### src/rtl/phl_pkg.sv
package phl_pkg;
  typedef struct packed {
    logic ref_fall;
    logic fg_fall;
  } phl_edges_t;
endpackage

### src/rtl/phl_fall_det.sv
module phl_fall_det #(
  parameter int SYNC_STAGES = 2
) (
  input  logic clk,
  input  logic rst_n,
  input  logic din,
  output logic fall
);
  logic [SYNC_STAGES-1:0] sync_q;
  logic                   prev_q;

  always_ff @(posedge clk or negedge rst_n) begin
    if (!rst_n) begin
      sync_q <= '1;
      prev_q <= 1'b1;
    end else begin
      sync_q <= {sync_q[SYNC_STAGES-2:0], din};
      prev_q <= sync_q[SYNC_STAGES-1];
    end
  end

  assign fall = prev_q & ~sync_q[SYNC_STAGES-1];
endmodule

### src/rtl/phl_pfd.sv
module phl_pfd #(
  parameter int LOCK_WIN = 16
) (
  input  logic              clk,
  input  logic              rst_n,
  input  phl_pkg::phl_edges_t edges,
  output logic              up_q,
  output logic              dn_q,
  output logic              raw_lock
);
  localparam int CNT_W = $clog2(LOCK_WIN + 1);

  logic [CNT_W-1:0] cnt_q;
  logic [CNT_W:0]   wid;
  logic             up_nx, dn_nx, done, busy;

  assign up_nx = up_q | edges.ref_fall;
  assign dn_nx = dn_q | edges.fg_fall;
  assign done  = up_nx & dn_nx;
  assign busy  = up_q | dn_q;
  assign wid   = busy ? ({1'b0, cnt_q} + 1'b1) : '0;

  always_ff @(posedge clk or negedge rst_n) begin
    if (!rst_n) begin
      up_q     <= 1'b0;
      dn_q     <= 1'b0;
      cnt_q    <= '0;
      raw_lock <= 1'b0;
    end else begin
      if (done) begin
        up_q     <= 1'b0;
        dn_q     <= 1'b0;
        cnt_q    <= '0;
        raw_lock <= (wid < (CNT_W+1)'(LOCK_WIN));
      end else begin
        up_q <= up_nx;
        dn_q <= dn_nx;
        if (busy) begin
          if (wid < (CNT_W+1)'(LOCK_WIN)) cnt_q <= cnt_q + 1'b1;
          else                            raw_lock <= 1'b0;
        end
      end
    end
  end

  assert_excl_R4: assert property (@(posedge clk) disable iff (!rst_n)
    $onehot0({up_q, dn_q}));
  assert_up_src_R2: assert property (@(posedge clk) disable iff (!rst_n)
    $rose(up_q) |-> $past(edges.ref_fall));
  assert_dn_src_R3: assert property (@(posedge clk) disable iff (!rst_n)
    $rose(dn_q) |-> $past(edges.fg_fall));
  assert_wide_unlock_R5: assert property (@(posedge clk) disable iff (!rst_n)
    (busy && wid >= (CNT_W+1)'(LOCK_WIN)) |=> !raw_lock);
endmodule

### src/rtl/phl_lock_mask.sv
module phl_lock_mask #(
  parameter int MASK_W = 20
) (
  input  logic              clk,
  input  logic              rst_n,
  input  logic              raw_lock,
  input  logic [MASK_W-1:0] mask_len,
  output logic              locked
);
  logic [MASK_W-1:0] mcnt_q;

  always_ff @(posedge clk or negedge rst_n) begin
    if (!rst_n)                  mcnt_q <= '0;
    else if (!raw_lock)          mcnt_q <= '0;
    else if (mcnt_q < mask_len)  mcnt_q <= mcnt_q + 1'b1;
  end

  assign locked = raw_lock & (mcnt_q >= mask_len);

  assert_restart_R8: assert property (@(posedge clk) disable iff (!rst_n)
    $fell(raw_lock) |=> (mcnt_q == '0));
  assert_held_R7: assert property (@(posedge clk) disable iff (!rst_n)
    ($rose(locked) && mask_len != '0) |-> $past(raw_lock));
endmodule

### src/rtl/phase_lock_cmp.sv
module phase_lock_cmp #(
  parameter int SYNC_STAGES = 2,
  parameter int LOCK_WIN    = 16,
  parameter int MASK_W      = 20
) (
  input  logic              clk,
  input  logic              rst_n,
  input  logic              ref_in,
  input  logic              fg_in,
  input  logic              mask_en,
  input  logic [MASK_W-1:0] mask_len,
  output logic              pump_up,
  output logic              pump_dn,
  output logic              lock_n
);
  localparam int NCH = 2;

  phl_pkg::phl_edges_t edges;
  logic [NCH-1:0]      raw_in, falls;
  logic                raw_lock, masked;

  assign raw_in = {ref_in, fg_in};

  for (genvar g = 0; g < NCH; g++) begin : g_det
    phl_fall_det #(.SYNC_STAGES(SYNC_STAGES)) det_i (
      .clk (clk),
      .rst_n (rst_n),
      .din (raw_in[g]),
      .fall (falls[g])
    );
  end

  assign edges.ref_fall = falls[1];
  assign edges.fg_fall  = falls[0];

  phl_pfd #(.LOCK_WIN(LOCK_WIN)) pfd_i (
    .clk (clk),
    .rst_n (rst_n),
    .edges (edges),
    .up_q (pump_up),
    .dn_q (pump_dn),
    .raw_lock (raw_lock)
  );

  phl_lock_mask #(.MASK_W(MASK_W)) mask_i (
    .clk (clk),
    .rst_n (rst_n),
    .raw_lock (raw_lock),
    .mask_len (mask_len),
    .locked (masked)
  );

  assign lock_n = ~(mask_en ? masked : raw_lock);

  assert_rst_idle_R1: assert property (@(posedge clk)
    $rose(rst_n) |-> (!pump_up && !pump_dn && lock_n));
endmodule

### config.mk
export PLATFORM = sky130hd
export DESIGN_NAME = phase_lock_cmp
export DESIGN_NICKNAME = d
export VERILOG_FILES = /design/src/rtl/phl_pkg.sv /design/src/rtl/phl_fall_det.sv /design/src/rtl/phl_pfd.sv /design/src/rtl/phl_lock_mask.sv /design/src/rtl/phase_lock_cmp.sv
export SDC_FILE = /design/constraint.sdc
export NUM_CORES = 1
export LEC_CHECK = 0
export BUFFER_PORTS_ARGS = -buffer_cell sky130_fd_sc_hd__buf_2
export CAP_MARGIN = 10
export CELL_PAD_IN_SITES_DETAIL_PLACEMENT = 1
export CELL_PAD_IN_SITES_GLOBAL_PLACEMENT = 1
export CORE_MARGIN = 1
export CORE_UTILIZATION = 36
export CTS_CLUSTER_DIAMETER = 30
export DETAILED_ROUTE_END_ITERATION = 10
export GPL_TIMING_DRIVEN = 0
export PLACE_DENSITY = 0.69
export SYNTH_ARGS = -nofsm -noshare
export SYNTH_HDL_FRONTEND = slang
export SYNTH_HIERARCHICAL = 1
export SYNTH_SLANG_ARGS = --single-unit
### constraint.sdc
create_clock -name clk -period 3.8 [get_ports clk]
set_input_delay 0.95 -clock clk [delete_from_list [all_inputs] [get_ports clk]]
set_output_delay 0.95 -clock clk [all_outputs]
set_load 0.01 [all_outputs]
# --- Word-level counts from Yosys, hierarchy flattened ---
# Cells that the tools add are included.
totals:
  ramBits: 0
  mem_count: 0
  input_bits: 25
  latch_bits: 0
  mem_bits_ro: 0
  out_inout_bits: 3
  word_cells: 43
  register_bits: 34
op_classes:
  magnitude_cmp: 3
  n_addsub: 3
  n_eq_ne: 2
  n_reduce_logical: 4
  bitwise_logic: 10
  mul: 0
  mux: 12
  n_shift: 0
  n_div: 0
op_table:
  columns: ["operator", "count"]
  rows:
  - ["$mux 20", 2]
  - ["$add 20x1->20 const B", 1]
  - ["$ge 20x20->1", 1]
  - ["$lt 20x20->1", 1]
  - ["$mux 5", 3]
  - ["$add 5x1->6 const B", 1]
  - ["$lt 6x5->1 const B", 1]
  - ["$mux 1", 6]
  - ["$mux 6", 1]
  - ["$add 5x1->5 const B", 1]
  - ["$and 1x1->1", 4]
  - ["$ne 2x1->1 const B", 2]
  - ["$reduce_and 2->1", 2]
  - ["$reduce_bool 2->1", 2]
  - ["$not 1->1", 3]
  - ["$or 1x1->1", 3]

# --- Depth between registers and ports, before layout ---
# Gate-level depths: netlist of the first run.
depth:
  word_depth: 6
  mapped_depth: 11

# --- By module ---
# The synthesis of the first run kept the hierarchy.
by_module_without_submodules:
  columns: ["mod", "cells_each", "area_per_inst_um2", "n_inst"]
  rows:
  - ["phl_lock_mask", 189, 1599.0, 1]
  - ["phl_pfd", 47, 451.7, 1]
  - ["phl_fall_det", 4, 92.6, 2]
  - ["phase_lock_cmp", 1, 10.0, 1]

# --- Least setup slack after synthesis of the first run ---
# No wires, ideal clock.
synth_path:
  path_type: "in2out"
  startpoint: "in mask_len[17]"
  endpoint: "out lock_n"
  arrival_time_ps: 2632
  slack_ps: 218
  n_path_buf: 2
  required_time_ps: 2850
  stages: 11
  path_cell_list: "inv_1 -> ha_1 -> a211oi_2 -> o22ai_1 -> a211oi_2 -> nand3_2 -> buf_6 -> buf_4 -> a21oi_1 -> nor2_1 -> mux2i_1"
synth_between:
  elab_chain_cells: 4
synth_rtl:
  columns: ["element", "line_no", "source"]
  rows:
  - ["start: declaration", "phase_lock_cmp.sv:11", "input logic [MASK_W-1:0] mask_len,"]
  - ["$ge 20x20->1", "phl_lock_mask.sv:18", "assign locked = raw_lock & (mcnt_q >= mask_len);"]
  - ["$and 1x1->1", "phl_lock_mask.sv:18", null]
  - ["named net masked", "phase_lock_cmp.sv:20", "logic raw_lock, masked;"]
  - ["$mux 1", "phase_lock_cmp.sv:53", "assign lock_n = ~(mask_en ? masked : raw_lock);"]
  - ["$not 1->1", "phase_lock_cmp.sv:53", null]
  - ["end: declaration", "phase_lock_cmp.sv:14", "output logic lock_n"]
# The timed path passes the listed nets, and every way through them passes these cells.

# --- Worst setup path after layout of the first run ---
layout_path:
  startpoint: "in mask_len[14]"
  endpoint: "out lock_n"
# The elaborated chain is that of the path after synthesis.

==> results of run 1 <==
==> flip-flops by register name (all words and copies together), names as in the netlist <==
register            cells
pfd_i/up_q              1
g_det.det_i/prev_q      2
pfd_i/raw_lock          1
g_det.det_i/sync_q      4
pfd_i/cnt_q             5
pfd_i/dn_q              1
mask_i/mcnt_q          20
==> logic make-up after synthesis <==
group	synth area share (%)
AO/OA/AOI/OAI	18.1
XOR/XNOR	0.780
adder cells (fa/ha/maj)	12.3
buffers and inverters	6.24
flip-flops	38.2
multiplexers	1.34
AND/OR/NAND/NOR	23.1
==> per-stage QoR <==
step	util, %	setup WS [ns]	cell area [um^2]	hold WS (ns)	power, uW
4_1_cts	44.9	0.0619	2670	0.363	1200
3_5_place_dp	41.6	-0.508	2470	0.351	784
6_report	47.0	0.131	2800	0.360	1200
2_1_floorplan	-	0.218	2250	0.345	691
3_3_place_gp	41.6	-0.488	2470	0.345	771
5_1_grt	47.0	-0.0142	2800	0.367	1280
==> what timing repair did <==
action | in CTS | in global routing
cloned | 0 | 1
buffers inserted | 4 | 9
setup endpoints to repair | 1 | 1
gates resized for setup | 7 | 7
pin swaps | 5 | 6
==> per-layer routing <==
metal / track usage (%) / wire length (um) / vias up
met1: 26.4 / 2890 / 992
met3: 3.48 / 140 / 10
met5: 0 / 0 / -
li1: - / - / 1001
met4: 6.79 / 58 / 0
met2: 33.1 / 2910 / 28
==> layout make-up <==
cell class	count	area (um^2)
multi-input cells	179	1320
flip-flops and latches	34	858
inverters	24	90.1
fillers	716	3160
repair buffers	41	258
clock buffers	5	68.8
clock inverters	3	68.8
plain buffers	7	46.3
well taps	75	93.8
==> how the worst max path moves through the flow <==
stage                         to  slack [ns]
after floorplan           lock_n        0.22
after global placement    lock_n       -0.49
after detailed placement  lock_n       -0.51
after CTS                 lock_n        0.06
after global routing      lock_n       -0.01
final                     lock_n        0.13
==> power by group through the flow <==
stage / Combinational [uW] / Sequential [uW] / Clock [uW]
after floorplan: 204 / 487 / 0
final: 278 / 507 / 412
after global routing: 326 / 518 / 432
after detailed placement: 271 / 513 / 0
after global placement: 260 / 510 / 0
after CTS: 277 / 506 / 420
==> worst max-delay path, delay by kind of cell <==
kind | cells | cell delay, ns
AO/OA/AOI/OAI | 2 | 0.33
adder cells (fa/ha/maj) | 1 | 0.30
buffers and inverters | 5 | 0.58
multiplexers | 1 | 0.14
AND/OR/NAND/NOR | 4 | 0.41
==> cell usage in the layout (no fill, tap or decap), types with 7 or more instances in the layout <==
cell type	count
nand2_1	14
dfrtp_1	28
buf_4	13
nor2_1	14
buf_2	28
nor3_1	7
o31ai_1	12
nand4_1	9
ha_1	20
nand3_1	8
inv_1	24
or4_1	12
a21oi_1	25
==> metrics.txt, run 1 <==
Clock Skew=0.00692 ns; register area share after synthesis=38.2%; Max-Slew Margin vs Limit=46.6%; # hold bufs at CTS=0; IO Port Bufs=27; Post-Route WL=6000 um; Starting Density=37.7%; # setup viols final=0; nets=339; gpl congestion=0.789; GRT Total Usage=20.1%; Synth Instances=245; Post-synth top cells=dfrtp_1, a21oi_1, inv_1, ha_1; Placed Cells incl. Taps=347; first-pass GRT wire length=9870 um; post-synth top area share=31.2%; drt first pass iters=4; most frequent cell after synthesis=dfrtp_1; number of synthesized flops with an enable pin=0; # rows=28; synthesis warning total=6; achievable frequency=273 MHz; r2r setup slk=1.06 ns; Int Pwr=815 uW; CTS Buf Count=5; average size of a mapped cell=9.17 um^2; Setup TNS Final=0 ns; via count=2031; Worst setup startpoint=mask_len[14]; peak supply drop=0.235 mV; Switching Share=32.0%; slowest stage delay, CP=0.30 ns; P per Cell Area=428 nW/um^2; Worst R2R Start=mask_i/mcnt_q[15]; Final Cycle Share=96.5%; largest cells by area after synthesis=dfrtp_1, ha_1, dfstp_2; worst reg2reg endpoint=mask_i/mcnt_q[8]; ys flop type=dfrtp_1; number of placed I/O pins=28; minimum clock period=3.67 ns; Leak Pwr=0.00131 uW; ys async rst share=100%; cell accounting for the most synthesized area=dfrtp_1; total gr overflow=0; Critical-path top delay cell=ha_1; Worst Path Required=2.85 ns; vias in the first global route=2068; critical path peak fanout=5; syn nets=292; Max H-tree Level=2; CP Cell Sequence=buf_2 -> inv_1 -> ha_1 -> nand4_1 -> buf_4 -> nor2_1 -> o21ai_1 -> nand3_2 -> buf_8 -> a21oi_2 -> nor2_1 -> mux2i_1 -> buf_2; Crit Path Category=input port to primary output; Slew Viols, Final=0; share of cells above drive strength 1=26.6%; Routed wire per std cell=16.3 um; P_sw=383 uW; clock network power share=34.4%; Clock transition at path regs=0.08 ns; 1st-iter DRT viols=82; crit end category=primary output; latest clock arrival within the worst-skew pair=0.29 ns; Layout area overhead=24.6%; clock sink count=34; CTS tree=built; Critical Path AT=2.72 ns; antenna violations before repair=0; dpl hpwl=4210 um; run status=completed; post-synth cell types=44; Yosys reg bits=34; hold crit path type=register to register; Mapped Area=2250 um^2; Layout Cells excl Fill=368; Comb pwr share=23.2%; pin count of the biggest net entering global routing=35; worst r2r path cells=12; Via density=5.52; final hold violations=0; Worst-Margin Slew=0.801 ns; Chip Height=81.0 um; area of the core=5960 um^2; clock tree buffer depth=2; Die X-Extent=81.0 um; sequential share of power=42.3%; clock root cell=clkbuf_8; Die ar.=6560 um^2; Antenna Violating Nets Remaining=0; max-capacitance violation count=0; Worst Hold Launch=g_det[1].det_i/sync_q[0]; Min-Delay Endpoint=g_det[1].det_i/sync_q[1]; antenna diode count=0; CP startpoint kind=input port; Post-route DRC=0; hold depth=0
Power figures use the tool's default switching activity.
==> inputs of run 2 (changes only) <==
==> constraint.sdc (replaced) <==
create_clock -name clk -period 3.8 [get_ports clk]
set_input_delay 0.57 -clock clk [delete_from_list [all_inputs] [get_ports clk]]
set_output_delay 0.57 -clock clk [all_outputs]
set_load 0.01 [all_outputs]
==> run 2 against run 1 <==
  * Worst hold slack got worse by 0.0057 ns
  * Global-route usage fell by 0.55 points
  * Critical path depth fell by 2
  * Clock skew rose by 0.0024 ns
  * Final area fell by 6.4%
  * Non-clock buffer count fell by 13
  * Total power fell by 0.80%
  * Clock power barely moved
  * Routed wire length fell by 6.1%
  * Critical path type is now register to primary output
  * Largest cell class unchanged
==> metrics.txt, run 2 (same netlist as run 1, synthesis figures left out) <==
critical path peak fanout=10 (was 5); CP startpoint kind=register (was input port); Starting Density=37.7% (unchanged); run status=completed (unchanged); via count=1958 (was 2031); Die X-Extent=81.0 um (unchanged); Antenna Violating Nets Remaining=0 (unchanged); area of the core=5960 um^2 (unchanged); Worst Path Required=3.23 ns (was 2.85 ns); latest clock arrival within the worst-skew pair=0.30 ns (was 0.29 ns); drt first pass iters=4 (unchanged); Util after Layout=44.0% (was 47.0%); Slew Viols, Final=0 (unchanged); Crit Path Category=register to primary output (was input port to primary output); Die ar.=6560 um^2 (unchanged); # setup viols final=0 (unchanged); Chip Height=81.0 um (unchanged); Layout area overhead=16.6% (was 24.6%); Setup TNS Final=0 ns (unchanged); crit end category=primary output (unchanged); register area=858 um^2 (unchanged); Post-route DRC=0 (unchanged); Met2 Wirelength=2710 um (was 2910 um); total gr overflow=0 (unchanged); final hold violations=0 (unchanged); clock sink count=34 (unchanged); Clock Skew=0.00932 ns (was 0.00692 ns); antenna violations before repair=0 (unchanged); P per Cell Area=454 nW/um^2 (was 428 nW/um^2); Layout fillers=718 (was 716); Worst-Margin Slew=0.806 ns (was 0.801 ns); Max-Slew Margin vs Limit=46.3% (was 46.6%); first-pass GRT wire length=9640 um (was 9870 um); GRT Total Usage=19.5% (was 20.1%); minimum clock period=3.46 ns (was 3.67 ns); max reg flops=20 (unchanged); Largest regs=mask_i/mcnt_q x20, pfd_i/cnt_q x5, g_det.det_i/sync_q x4 (unchanged); antenna diode count=0 (unchanged); achievable frequency=289 MHz (was 273 MHz); CTS tree=built (unchanged); clock root cell=clkbuf_8 (unchanged); Routed wire per std cell=15.9 um (was 16.3 um); IO Port Bufs=27 (unchanged); WL met1=2740 um (was 2890 um); # hold bufs at CTS=0 (unchanged); peak supply drop=0.235 mV (about the same); Via density=5.52 (about the same); 1st-iter DRT viols=68 (was 82); area of the multi-input gates=1250 um^2 (was 1320 um^2); Top Layer Used=met4 (unchanged); number of placed I/O pins=28 (unchanged); Leak Pwr=0.00123 uW (was 0.00131 uW); share of cells above drive strength 1=21.1% (was 26.6%); Critical Path AT=2.89 ns (was 2.72 ns); Biggest register=mask_i/mcnt_q (unchanged); DR WL met3=125 um (was 140 um); unrepaired setup endpoints after global routing=no; gpl congestion=0.789 (unchanged); vias in the first global route=2012 (was 2068); clock tree buffer depth=2 (unchanged); nets=326 (was 339); Final Cycle Share=90.9% (was 96.5%); Max H-tree Level=2 (unchanged); CTS Buf Count=5 (unchanged); pin count of the biggest net entering global routing=35 (unchanged); # rows=28 (unchanged); Post-Route WL=5630 um (was 6000 um); Clock transition at path regs=0.08 ns (about the same); most frequent cells in the layout=buf_2, dfrtp_1, a21oi_1 (unchanged); max-capacitance violation count=0 (unchanged); hold crit path type=input port to async pin (was register to register); dpl hpwl=4210 um (unchanged)
-- run 2: cell types whose count changed in the layout (fill, tap and decap cells not counted), sizes merged --
cell / before / now
buf: 43 / 31
clkbuf: 10 / 9
-- run 2: area by class of cell --
type                    instances  share of cell area (%)
flip-flops and latches         34                    32.8
inverters                      24                    3.44
plain buffers                   8                    1.91
clock buffers                   5                    2.63
multi-input cells             179                    47.9
well taps                      75                    3.58
repair buffers                 27                    5.16
clock inverters                 3                    2.63
-- run 2: per-layer routing --
layer  track usage, %  vias to the layer above
li1                 -                      973
met1             26.1                      955
met2             31.9                       24
met3             3.37                        6
met4             6.07                        0
met5                0                        -
-- run 2: worst max-delay path, stage by stage, from the launching register on --
cell and delay (ns):
dfrtp_1 0.43, ha_1 0.35, nand4_2 0.19, nor4_2 0.41, o21ai_0 0.22, nand3_2 0.25, buf_6 0.17, buf_4 0.18
a21oi_1 0.06, nor2_1 0.10, mux2i_1 0.08, buf_2 0.15
-- run 2: per-stage QoR --
step | power, uW | area, um^2 | hold slack, ns | setup slack, ns | std cells
after floorplan | 691 | 2250 | 0.274 | 0.978 | 245
after global placement | 771 | 2470 | 0.345 | 0.272 | 347
after detailed placement | 784 | 2470 | 0.351 | 0.252 | 347
after CTS | 1200 | 2610 | 0.358 | 0.173 | 355
after global routing | 1270 | 2620 | 0.350 | 0.119 | 355
final | 1190 | 2620 | 0.354 | 0.345 | 355
-- run 2: worst paths after layout --
check | start | to | slack, ns | depth (start not counted)
max | mask_i/mcnt_q[17] | lock_n | 0.34 | 11
min | rst_n | mask_i/mcnt_q[2] | 0.35 | 1
max reg2reg | mask_i/mcnt_q[17] | mask_i/mcnt_q[8] | 1.17 | 9
min reg2reg | g_det[1].det_i/sync_q[0] | g_det[1].det_i/sync_q[1] | 0.36 | 0
max in group asynchronous | rst_n | pfd_i/cnt_q[0] | 2.93 | 1
min in group clk | g_det[1].det_i/sync_q[0] | g_det[1].det_i/sync_q[1] | 0.36 | 0
-- run 2: timing repair --
action | 4_1_cts | 5_1_grt
setup endpoints to repair | 0 | 1
setup buffers | 0 | 0
gates resized for setup | 0 | 1
-- run 2: power by group --
| group | switching, uW | internal, uW | total (uW) | leakage (uW) |
|---|---|---|---|---|
| sequential | 85.8 | 420 | 506 | 0.000433 |
| combinational | 139 | 129 | 268 | 0.000729 |
| clock | 151 | 263 | 414 | 0.0000683 |
==> inputs of run 3 (changes only) <==
==> constraint.sdc (replaced) <==
create_clock -name clk -period 3.5 [get_ports clk]
set_input_delay 0.525 -clock clk [delete_from_list [all_inputs] [get_ports clk]]
set_output_delay 0.525 -clock clk [all_outputs]
set_load 0.01 [all_outputs]
==> run 3 against run 2 <==
  * First-iteration DRC count fell by 19%
  * Global-route usage did not move
  * Clock skew barely moved
  * Register-to-register slack got worse by 0.23 ns
  * Largest cell class unchanged
  * Cell count rose by 1.1%
  * Critical endpoint unchanged
  * Die area did not move
  * Combinational power rose by 9.0%
  * Sequential power rose by 8.7%
  * Clock power rose by 8.5%
  * Final area rose by 1.5%
  * Worst hold slack got worse by 0.040 ns
==> metrics.txt, run 3 (same netlist as run 1, synthesis figures left out) <==
Biggest register=mask_i/mcnt_q (unchanged); Setup TNS Final=0 ns (unchanged); Comb pwr share=22.6% (about the same); 1st-iter DRT viols=55 (was 68); Post-route DRC=0 (unchanged); Int Pwr=882 uW (was 812 uW); total gr overflow=0 (unchanged); register area=858 um^2 (unchanged); antenna diode count=0 (unchanged); dpl hpwl=4210 um (unchanged); run status=completed (unchanged); cell mode on critical path=buf_4; CP Cell Sequence=ha_1 -> nand4_1 -> nor4_4 -> o21ai_1 -> nand3_2 -> buf_4 -> buf_6 -> buf_4 -> a21oi_1 -> nor2_1 -> mux2i_1 -> buf_2 (was ha_1 -> nand4_2 -> nor4_2 -> o21ai_0 -> nand3_2 -> buf_6 -> buf_4 -> a21oi_1 -> nor2_1 -> mux2i_1 -> buf_2); Routed wire per std cell=15.9 um (about the same); crit end category=primary output (unchanged); via count=1979 (was 1958); gpl congestion=0.789 (unchanged); Clock Skew=0.00903 ns (was 0.00932 ns); Starting Density=37.7% (unchanged); Clock transition at path regs=0.08 ns (about the same); share of cells above drive strength 1=22.2% (was 21.1%); Die ar.=6560 um^2 (unchanged); # rows=28 (unchanged); CTS Buf Count=5 (unchanged); unrepaired setup endpoints after global routing=no (unchanged); Final Cycle Share=94.3%; clock sink count=34 (unchanged); CTS tree=built (unchanged); GRT Total Usage=19.5% (unchanged); minimum clock period=3.30 ns; Antenna Violating Nets Remaining=0 (unchanged); drt first pass iters=4 (unchanged); # setup viols final=0 (unchanged); CP startpoint kind=register (unchanged); number of placed I/O pins=28 (unchanged); slowest stage delay, CP=0.45 ns (was 0.43 ns); Post-Route WL=5700 um (was 5630 um); critical path peak fanout=10 (unchanged); Critical Path AT=2.78 ns (was 2.89 ns); P_sw=410 uW (was 376 uW); r2r setup slk=0.94 ns (was 1.17 ns); hold crit path type=input port to async pin (unchanged); P per Cell Area=486 nW/um^2 (was 454 nW/um^2); vias in the first global route=2012 (unchanged); Switching Share=31.7% (was 31.6%); Slew Viols, Final=0 (unchanged); most frequent cells in the layout=buf_2, dfrtp_1, a21oi_1 (unchanged); antenna violations before repair=0 (unchanged); area of the multi-input gates=1260 um^2 (was 1250 um^2); Critical-path top delay cell=dfrtp_1 (unchanged); clock root cell=clkbuf_8 (unchanged); Crit Path Category=register to primary output (unchanged); Leak Pwr=0.00127 uW (was 0.00123 uW); pin count of the biggest net entering global routing=35 (unchanged); Via density=5.51 (was 5.52); peak supply drop=0.255 mV (was 0.235 mV); Die X-Extent=81.0 um (unchanged); achievable frequency=303 MHz; Largest regs=mask_i/mcnt_q x20, pfd_i/cnt_q x5, g_det.det_i/sync_q x4 (unchanged); # hold bufs at CTS=0 (unchanged); sequential share of power=42.6% (about the same); final hold violations=0 (unchanged); nets=330 (was 326); first-pass GRT wire length=9640 um (unchanged); Chip Height=81.0 um (unchanged); clock network power share=34.8% (about the same); Worst-Margin Slew=0.816 ns (was 0.806 ns); Worst Path Required=2.97 ns (was 3.23 ns); final setup margin=0.198 ns (was 0.345 ns); max-capacitance violation count=0 (unchanged); max reg flops=20 (unchanged); Layout fillers=718 (unchanged); Max-Slew Margin vs Limit=45.6% (was 46.3%); dpl ws=0.0421 ns (was 0.252 ns); area of the core=5960 um^2 (unchanged); Max H-tree Level=2 (unchanged); latest clock arrival within the worst-skew pair=0.30 ns (about the same); Layout area overhead=18.3% (was 16.6%); clock tree buffer depth=2 (unchanged); IO Port Bufs=27 (unchanged)
==> run 3: power by group through the flow <==
stage	Combinational (uW)	Clock (uW)	Sequential, uW
2_1_floorplan	222	0	528
3_3_place_gp	282	0	554
3_5_place_dp	295	0	557
4_1_cts	298	456	550
5_1_grt	346	470	563
6_report	292	449	550
==> run 3: per-layer routing <==
layer  track usage [%]  vias up  routed length, um
li1                  -      981                  -
met1              26.1      970               2800
met2              31.9       22               2730
met3              3.37        6                116
met4              6.07        0                 57
met5                 0        -                  0
==> run 3: layout make-up <==
| cell class | instances | share of cell area [%] |
|---|---|---|
| multi-input combinational | 179 | 47.5 |
| clock buffer | 5 | 2.59 |
| buffer | 8 | 1.88 |
| clock inverter | 3 | 2.59 |
| sequential | 34 | 32.3 |
| inverter | 24 | 3.39 |
| tap | 75 | 3.53 |
| timing repair buffer | 31 | 6.21 |
==> run 3: what timing repair did <==
action	CTS	global route
pin swaps	0	2
buffers inserted	0	4
endpoints found under the setup margin	1	1
gates cloned	0	0
endpoints found under the hold margin	0	0
resized for setup	1	2
==> run 3: worst paths after layout <==
kind,from,end,cells past startpoint
setup / recovery,mask_i/mcnt_q[10],lock_n,12
setup reg to reg,mask_i/mcnt_q[15],mask_i/mcnt_q[8],9
hold / removal,rst_n,mask_i/mcnt_q[2],1
min in group clk,fg_in,g_det[0].det_i/sync_q[0],1
hold reg to reg,g_det[1].det_i/sync_q[0],g_det[1].det_i/sync_q[1],0
max in group asynchronous,rst_n,pfd_i/cnt_q[3],1
==> run 3: critical path, delay by kind of cell (launching register included) <==
family,cells,cell delay [ns]
AOI/OAI and AO/OA,2,0.22
adders and majority gates,1,0.33
buffers and inverters,4,0.64
DFF,1,0.45
muxes,1,0.08
and+or+nand+nor,4,0.75
==> run 3: metrics by stage <==
stage	util [%]	instances	total power [uW]	hold slack (ns)	cell area (um^2)
after global routing	44.6	359	1380	0.305	2660
after floorplan	-	245	750	0.229	2250
after CTS	44.0	355	1300	0.313	2620
after detailed placement	41.6	347	851	0.351	2470
final	44.6	359	1290	0.315	2660
after global placement	41.6	347	837	0.345	2470
